==> config.mk <==
export PLATFORM = sky130hd
export DESIGN_NAME = sdram_refresh_timer
export DESIGN_NICKNAME = d
export VERILOG_FILES = /design/src/rtl/sdram_refresh_timer.sv
export SDC_FILE = /design/constraint.sdc
export NUM_CORES = 1
export LEC_CHECK = 0
export BUFFER_PORTS_ARGS = -buffer_cell sky130_fd_sc_hd__buf_2
export CORE_MARGIN = 2
export CORE_UTILIZATION = 51
export DETAILED_ROUTE_END_ITERATION = 7
export PLACE_DENSITY = 0.91
export SYNTH_ARGS = -nofsm -noshare
export SYNTH_HDL_FRONTEND = slang
export SYNTH_SLANG_ARGS = --single-unit
==> constraint.sdc <==
create_clock -name clk -period 1.95 [get_ports clk]
set_input_delay 0.39 -clock clk [delete_from_list [all_inputs] [get_ports clk]]
set_output_delay 0.39 -clock clk [all_outputs]
set_load 0.03 [all_outputs]
==> src/rtl/sdram_refresh_timer.sv <==
module sdram_refresh_timer #(
  parameter int          CNT_W = 8,
  parameter logic [15:0] KEY   = 16'hA55A
) (
  input  logic        clk,
  input  logic        por_n,
  input  logic        mrst_n,
  input  logic        sel,
  input  logic        wr,
  input  logic [1:0]  addr,
  input  logic [31:0] wdata,
  output logic [31:0] rdata,
  output logic        refresh_req,
  output logic        irq
);
  localparam int PRE_W = 12;

  logic [PRE_W-1:0] pre_q, mask;
  logic [2:0]       cks_q;
  logic             ie_q, flag_q, arm_q;
  logic [CNT_W-1:0] cnt_q, cor_q;
  logic             keyed, wr_csr, wr_cnt, wr_cor, rd_csr, tick, match, clr;

  assign keyed  = sel && wr && (wdata[31:16] == KEY);
  assign wr_csr = keyed && (addr == 2'd0);
  assign wr_cnt = keyed && (addr == 2'd1);
  assign wr_cor = keyed && (addr == 2'd2);
  assign rd_csr = sel && !wr && (addr == 2'd0);

  always_comb begin
    case (cks_q)
      3'd1:    mask = 12'h003;
      3'd2:    mask = 12'h00F;
      3'd3:    mask = 12'h03F;
      3'd4:    mask = 12'h0FF;
      3'd5:    mask = 12'h3FF;
      3'd6:    mask = 12'h7FF;
      3'd7:    mask = 12'hFFF;
      default: mask = 12'h000;
    endcase
  end

  assign tick  = (cks_q != 3'd0) && ((pre_q & mask) == mask);
  assign match = tick && (cnt_q == cor_q);
  assign clr   = wr_csr && arm_q && !wdata[7];

  always_ff @(posedge clk) begin
    if (!por_n) pre_q <= '0;
    else        pre_q <= pre_q + 1'b1;
  end

  always_ff @(posedge clk) begin
    if (!por_n) begin
      cks_q  <= '0;
      ie_q   <= 1'b0;
      flag_q <= 1'b0;
      arm_q  <= 1'b0;
    end else if (!mrst_n) begin
      arm_q  <= 1'b0;
    end else begin
      if (wr_csr) begin
        cks_q <= wdata[5:3];
        ie_q  <= wdata[6];
      end
      if (match)    flag_q <= 1'b1;
      else if (clr) flag_q <= 1'b0;
      if (wr_csr)                arm_q <= 1'b0;
      else if (rd_csr && flag_q) arm_q <= 1'b1;
    end
  end

  always_ff @(posedge clk) begin
    if (!por_n) begin
      cnt_q       <= '0;
      cor_q       <= '1;
      refresh_req <= 1'b0;
    end else if (!mrst_n) begin
      cnt_q       <= '0;
      refresh_req <= 1'b0;
    end else begin
      refresh_req <= match;
      if (wr_cnt)     cnt_q <= wdata[CNT_W-1:0];
      else if (match) cnt_q <= '0;
      else if (tick)  cnt_q <= cnt_q + 1'b1;
      if (wr_cor)     cor_q <= wdata[CNT_W-1:0];
    end
  end

  always_comb begin
    case (addr)
      2'd0:    rdata = {24'd0, flag_q, ie_q, cks_q, 3'd0};
      2'd1:    rdata = 32'(cnt_q);
      2'd2:    rdata = 32'(cor_q);
      default: rdata = '0;
    endcase
  end

  assign irq = flag_q & ie_q;
endmodule

# --- Word-level counts from Yosys, hierarchy flattened ---
# Index checks and enable logic that the tools add are counted.
word_totals:
  reg_bits: 35
  latchBits: 0
  ramBits: 0
  rom_bits: 0
  input_bits: 39
  out_inout_bits: 34
  word_cells: 56
  mem_count: 0
op_classes:
  addsub: 2
  mul: 0
  n_div: 0
  n_lt_le_gt_ge: 0
  n_eq_ne: 12
  shifts: 0
  n_mux: 7
  n_bitwise: 4
  reduce_logical: 23
op_table:
  columns: ["cell", "count"]
  rows:
  - ["$pmux 12 s7", 1]
  - ["$mux 8", 3]
  - ["$pmux 8 s3", 1]
  - ["$eq 16x16->1 const B", 1]
  - ["$add 12x1->12 const B", 1]
  - ["$and 12x12->12", 1]
  - ["$eq 12x12->1", 1]
  - ["$eq 3x3->1 const B", 4]
  - ["$logic_and 1x1->1", 12]
  - ["$add 8x1->8 const B", 1]
  - ["$eq 8x8->1", 1]
  - ["$reduce_and 2->1", 4]
  - ["$eq 3x2->1 const B", 2]
  - ["$reduce_bool 3->1", 2]
  - ["$eq 3x1->1 const B", 1]
  - ["$reduce_or 3->1", 1]
  - ["$eq 2x1->1 const B", 1]
  - ["$eq 2x2->1 const B", 1]
  - ["$logic_not 1->1", 2]
  - ["$logic_not 2->1", 1]
  - ["$mux 1", 2]
  - ["$not 1->1", 2]
  - ["$reduce_bool 2->1", 1]
  - ["$and 1x1->1", 1]

# --- Logic depth before layout (Yosys ltp) ---
# Gate-level depths: netlist of the first run.
depth:
  word_depth: 8
  depth_mapped: 6
  ltp_nobuf: 6

# --- Worst setup path before layout of the first run ---
# No wires, ideal clock.
synth_timing:
  path_type: "in2out"
  startpoint: "input port addr[0]"
  endpoint: "output port rdata[6]"
  arrival_time_ns: 1.360
  required_time_ns: 1.560
  path_slack_ns: 0.200
  cell_stages: 3
  cell_sequence: "buf_2 -> mux2i_1 -> o21ai_0"
synth_between:
  elab_chain_len: 2
  word_cells_on_any_way: 4
synth_rtl:
  columns: ["element", "line_no", "rtl"]
  rows:
  - ["from (decl)", "10", "input logic [1:0] addr,"]
  - ["$eq 2x2->1 (tied with other cells)", "90", "case (addr)"]
  - ["$pmux 8 s3 (*)", "90", null]
  - ["to (decl)", "12", "output logic [31:0] rdata,"]
# Every way passes the cells marked *; elsewhere a longest branch is shown, timed or not.

# --- Worst setup path after layout of the first run ---
layout_timing:
  startpoint: "register cks_q[1]"
  endpoint: "register cnt_q[7]"
layout_between:
  elab_chain_len: 8
  word_cells_on_any_way: 16
layout_rtl:
  columns: ["element", "line_no", "rtl"]
  rows:
  - ["from (decl)", "19", "logic [2:0] cks_q;"]
  - ["from (signal assigned)", "62", "cks_q <= wdata[5:3];"]
  - ["$eq 3x3->1 (tied with other cells)", "31", "case (cks_q)"]
  - ["$pmux 12 s7", "31", null]
  - ["$and 12x12->12", "43", "assign tick = (cks_q != 3'd0) && ((pre_q & mask) == mask);"]
  - ["$eq 12x12->1", "43", null]
  - ["$logic_and 1x1->1 (*)", "43", null]
  - ["$logic_and 1x1->1", "44", "assign match = tick && (cnt_q == cor_q);"]
  - ["$mux 8", "83", "else if (match) cnt_q <= '0;"]
  - ["$mux 8", "82", "if (wr_cnt) cnt_q <= wdata[CNT_W-1:0];"]
  - ["to (signal assigned)", "82", null]
  - ["to (signal assigned)", "84", "else if (tick) cnt_q <= cnt_q + 1'b1;"]
  - ["to (decl)", "21", "logic [CNT_W-1:0] cnt_q, cor_q;"]
# Marks and branches as above.
# A chain may end at the register's enable or synchronous reset.

==> qor.yml, run 1 <==
cp_cell_sequence: "or2_0 > a21oi_1 > o2111ai_1 > o21ai_0 > a31oi_1"
setup_tns_ns: 0
finalPower_mw: 1.70
startpoint: "cks_q[1]"
yosys-top-cells-count: "dfxtp_1 (35), buf_4 (25), nand2_1 (20)"
synth_top_family_by_area: "simple AND/OR/NAND/NOR gates"
fin_crit_ns: 1.80
synth.area.mux_share_pct: 8.66
yosys_warnings: 0
worstSetupEndpoint: "cnt_q[7]"
synth_simple_gate_area_share_pct: 26.5
synthFlopType: "dfxtp_1"
seq_power_share_pct: 42.6
clk_pin_slew_worst_paths_ns: 0.08
cts_tree: "done"
drive_gt1_share_pct: 22.1
grt_pass1_wl_um: 8270
async_reset_ff_share_pct: 0
worstMarginPinSlew_ns: 0.707
port_buffers: 40
die_w_um: 69.6
comb_power_share_pct: 11.3
area_delta_synth_final_pct: 13.9
die_height_um: 69.6
synthAdderAreaFrac_pct: 1.14
worst-r2r-setup-slack_ns: 0.15
core-area_mm2: 0.00406
rows: 23
status: "finished, final reports clean"
drt_iter0_drc: 98
avgSynthCellArea_um2: 8.96
rsz0062_at_grt: "false"
end_kind: "flip-flop"
power_density_mw_per_mm2: 680
switching_share_pct: 24.5
fin_cells: 340
cp_max_fo: 8
vias: 1909
slowest_delay_ns: 0.40
worstSetupStartpointType: "flip-flop"
grt_start_max_net_pins: 26
drv_cap: 0
setup_violations: 0
max-vdd-ir-drop_uv: 594
cts_root_buf: "clkbuf_8"
start_util_pct: 54.1
cp_data_required_time_ns: 2.12
drt_wl_total_um: 5120
syn_inst: 245
finalCritPeriodShare_pct: 92.4
cp.arrival_ns: 1.97
crit_path_top_delay_cell: "o2111ai_1"
place_hpwl_um: 3530
drv_slew: 0
cts_max_level: 2
grt_usage_pct: 21.1
ctsHoldBuffers: 0
dpl.cell_count: 331
cts.sinks: 35
synth_area_mm2: 0.00220
gp_congestion: 0.929
synth_seq_cells: 35
diodes: 0
ys_seq_area_share_pct: 31.9
post-synth-top-count-cell: "dfxtp_1"
clock_power_share_pct: 46.1
hold_class: "input port to flip-flop"
synth-xor-area-share_pct: 7.86
clock_latency_ns: 0.29
avgRoutedWirePerCell_um: 15.1
vias_per_cell: 5.61
grt_pass1_vias: 1783
crit_type: "flip-flop to flip-flop"
synth_edf_count: 0
drt_pass1_iterations: 4
r2r_cells: 5
antenna_found_initial: 0
ant_nets: 0
finClkSkew_ns: 0.00689
synth_compound_area_share_pct: 13.0
synth.distinct_cells: 42
cts_resized: 0
fmax_ghz: 0.555
drc: 0
overflow: 0
cts_buffers: 5
rr_startpoint: "cks_q[1]"
synth_top_area_share_pct: 31.9
p_int_mw: 1.28
ys_top_cells_by_area: "dfxtp_1 (32%), mux2i_1 (8.7%), buf_4 (8.5%)"
die-area_mm2: 0.00485
clockBufferDepth: 2
synth_top_area_cell: "dfxtp_1"
final_nets: 330
power_switching_uw: 417
maxSlewHeadroom_pct: 52.8
p_leak_nw: 1.12
rr_endpoint: "cnt_q[7]"
finalHoldViolCount: 0
ios: 73
-- sequential cells by signal, summed over array words and instances, names as in the netlist --
name / count
arm_q: 1
cks_q: 3
cnt_q: 8
cor_q: 8
flag_q: 1
ie_q: 1
pre_q: 12
refresh_req: 1
-- worst max-delay path: cells and delay by family, from the launching register on --
family / cells / cell delay [ns]
AO/OA/AOI/OAI: 4 / 1.05
AND/OR/NAND/NOR: 1 / 0.26
flip-flops: 1 / 0.37
-- area by class of cell --
type                       count  area, µm²
timing repair buffer          46        245
sequential                    35        701
inverter                       3       11.3
clock buffer                   5       68.8
fill                         335       1560
tap                           50       62.6
clock inverter                 3       67.6
multi-input combinational    198       1350
-- worst min-delay path by stage --
| stage | start | slack [ns] | end | depth (start not counted) |
|---|---|---|---|---|
| 6_report | wdata[0] | 0.34 | cor_q[0] | 3 |
| 5_1_grt | wdata[6] | 0.34 | cor_q[6] | 3 |
| 4_1_cts | wdata[0] | 0.33 | cor_q[0] | 3 |
| 3_5_place_dp | pre_q[0] | 0.44 | pre_q[0] | 1 |
| 3_3_place_gp | pre_q[0] | 0.43 | pre_q[0] | 1 |
| 2_1_floorplan | pre_q[0] | 0.42 | pre_q[0] | 1 |
-- metrics by stage --
stage	setup WS [ns]	hold slack (ns)	util [%]	area, µm²
finish	0.148	0.337	61.6	2500
detailed placement	0.177	0.441	58.1	2360
floorplan	0.200	0.421	-	2280
global route	0.0744	0.340	61.6	2500
global placement	0.212	0.431	58.1	2360
CTS	0.176	0.327	61.5	2490
-- power by group through the flow --
| stage | Sequential, mW | Clock (mW) | Combinational (mW) |
|---|---|---|---|
| 2_1_floorplan | 0.740 | 0 | 0.163 |
| 3_3_place_gp | 0.740 | 0 | 0.187 |
| 3_5_place_dp | 0.741 | 0 | 0.190 |
| 4_1_cts | 0.724 | 0.790 | 0.191 |
| 5_1_grt | 0.725 | 0.825 | 0.203 |
| 6_report | 0.724 | 0.784 | 0.193 |
-- metal layers --
metal  global-route usage (%)  share of wire [%]
met1                     26.6                 42
met2                     35.8                 49
met3                     3.34                7.1
met4                     8.97                1.8
met5                        0                  0
-- cells by family (layout without fill, tap and decap cells) --
family | after synthesis | in the layout
other cells | 1 | 24
mux | 19 | 19
fa+ha+maj | 2 | 2
compound gates | 47 | 47
buf+inv | 35 | 57
xor+xnor | 18 | 18
flops | 35 | 35
simple gates | 88 | 88
-- timing repair --
item                       in CTS  in global routing
buffers inserted                0                  1
setup endpoints to repair       0                  1
hold endpoints to repair        0                  0
-- placed cells by master, fill, tap and decap left out, types with 5 or more instances in the layout --
cell type / count
a21oi_1: 9
a31oi_1: 7
and2_1: 10
buf_2: 40
buf_4: 6
clkbuf_8: 5
conb_1: 24
dfxtp_1: 35
mux2i_1: 19
nand2_1: 20
nand3_1: 14
nor2_1: 8
nor2b_1: 11
o21ai_0: 14
o21ai_1: 6
xor2_1: 12
(Power assumes the default switching activity.)
==> inputs of run 2 (changes only) <==
- clock period: 1.95 -> 1.9 ns (I/O delays scaled with it)
==> run 2 against run 1 <==
Cell area fell by 2.2%. Count of clock-buffer cells in the layout up 1. Critical path depth increased by 1. Critical endpoint is now rdata[7]. Clock power decreased by 30%. Highest routed layer unchanged.
==> qor.yml, run 2 (synthesis gave the netlist of run 1 again) <==
drv_slew: 0  # unchanged
vias_per_cell: 5.51  # was 5.61
crit_top_cell: "buf_2"
final_nets: 329  # was 330
die_w_um: 69.6  # unchanged
max-vdd-ir-drop_uv: 460  # was 594 µV
drt_iter0_drc: 125  # was 98
area_delta_synth_final_pct: 11.5  # was 13.9%
gp_congestion: 0.936  # was 0.929
fmax_ghz: 0.588
setup_violations: 0  # unchanged
n_fill_cell: 329  # was 335
vias: 1862  # was 1909
cts_root_buf: "clkbuf_8"  # unchanged
grt_pass1_wl_um: 8220  # was 8270 µm
drc: 0  # unchanged
cp.arrival_ns: 1.32  # was 1.97 ns
cts_buffers: 5  # unchanged
ctsHoldBuffers: 0  # unchanged
cp_cell_sequence: "buf_2 > nor2b_2 > buf_4 > nand2_1 > o21ai_0 > buf_2"  # was or2_0 > a21oi_1 > o2111ai_1 > o21ai_0 > a31oi_1
status: "finished, final reports clean"  # unchanged
r2r_cells: 5  # unchanged
port_buffers: 40  # unchanged
layout_commonest_cell: "buf_2"  # unchanged
hold_class: "input port to flip-flop"  # unchanged
worstSetupStartpointType: "input port"  # was flip-flop
grt_start_max_net_pins: 26  # unchanged
clk_pin_slew_worst_paths_ns: 0.07  # was 0.08 ns
worstMarginPinSlew_ns: 0.651  # was 0.707 ns
finClkSkew_ns: 0.00886  # was 0.00689 ns
end_kind: "output pin"  # was flip-flop
ant_nets: 0  # unchanged
clock_latency_ns: 0.29  # about the same
drive_gt1_share_pct: 21.9  # was 22.1%
cp_data_required_time_ns: 1.52  # was 2.12 ns
mostFrequentLayoutCells: "buf_2 (40), dfxtp_1 (35), conb_1 (24)"  # unchanged
critical_path.top_delay_family: "buffers and inverters"  # was compound AO/OA/AOI/OAI gates
critical_path_depth: 6  # was 5
die-area_mm2: 0.00485  # unchanged
power_density_mw_per_mm2: 609  # was 680 mW/mm²
start_util_pct: 54.1  # unchanged
ios: 73  # unchanged
cts_resized: 0  # unchanged
cp_max_fo: 8  # unchanged
maxSlewHeadroom_pct: 56.6  # was 52.8%
setup_tns_ns: 0  # unchanged
core-area_mm2: 0.00406  # unchanged
place_hpwl_um: 3480  # was 3530 µm
rsz0062_at_grt: "false"  # unchanged
fin_crit_ns: 1.70
grt_usage_pct: 20.6  # was 21.1%
overflow: 0  # unchanged
top_register: "pre_q"  # unchanged
post_cts_buffers: 0  # unchanged
antenna_found_initial: 0  # unchanged
crit_type: "input port to output pin"  # was flip-flop to flip-flop
grt_pass1_vias: 1764  # was 1783
critPathBufInv: 3  # was 0
slowest_delay_ns: 0.23  # was 0.40 ns
drt_pass1_iterations: 5  # was 4
largest_register_ffs: 12  # unchanged
clockBufferDepth: 2  # unchanged
rows: 23  # unchanged
crit_path_top_delay_cell: "buf_2"  # was o2111ai_1
drt_wl_total_um: 4770  # was 5120 µm
die_height_um: 69.6  # unchanged
cts_max_level: 2  # unchanged
finalHoldViolCount: 0  # unchanged
top_regs: "pre_q: 12 flops, cnt_q: 8 flops, cor_q: 8 flops"  # unchanged
avgRoutedWirePerCell_um: 14.1  # was 15.1 µm
worst_hold_slack_ns: 0.322  # was 0.337 ns
finalCritPeriodShare_pct: 89.5
cts.sinks: 35  # unchanged
drv_cap: 0  # unchanged
diodes: 0  # unchanged
hold_path_depth: 3  # unchanged
p_leak_nw: 1.10  # was 1.12 nW
cts_tree: "done"  # unchanged
[run 2: layout make-up]
type	count	area [µm²]	area share [%]
Clock buffer	6	82.6	3.37
Clock inverter	1	5.00	0.204
Tap cell	50	62.6	2.56
Sequential cell	35	701	28.6
Inverter	3	11.3	0.460
Multi-Input combinational cell	198	1350	55.1
Timing Repair Buffer	45	238	9.71
[run 2: final timing paths]
kind | startpoint | endpoint | slack (ns)
worst max register to register | cnt_q[3] | cnt_q[2] | 0.22
worst max-delay path | addr[1] | rdata[7] | 0.20
worst min register to register | pre_q[0] | pre_q[0] | 0.45
worst min-delay path | wdata[1] | cor_q[1] | 0.32
[run 2: power breakdown]
part,leakage (nW),switching [mW],internal (mW)
registers,0.283,0.00481,0.739
clock network,0.0470,0.266,0.284
logic,0.765,0.141,0.0564
[run 2: worst register-to-register path, cell delays in order (launching register included)]
cell and delay (ns):
dfxtp_1 0.43, xor2_1 0.14, nor4_4 0.56, nand2_2 0.19, nand4b_1 0.16, a31oi_1 0.09
[run 2: routing by layer]
layer  vias up  GRT usage, %  share of wire (%)
met3         6          3.05                6.3
li1        908             -                  -
met5         -             0                  0
met4         0          8.55                1.5
met2        79          34.0                 47
met1       869          27.0                 45
[run 2: through the flow]
stage	std cells	util, %	cell area [µm²]	total power [mW]	setup WS (ns)
after global routing	338	60.3	2450	1.55	0.0228
after CTS	338	60.3	2440	1.49	0.143
final	338	60.3	2450	1.49	0.200
after floorplan	268	-	2280	0.927	0.170
after detailed placement	331	58.1	2360	0.955	0.123
after global placement	331	58.1	2360	0.951	0.137
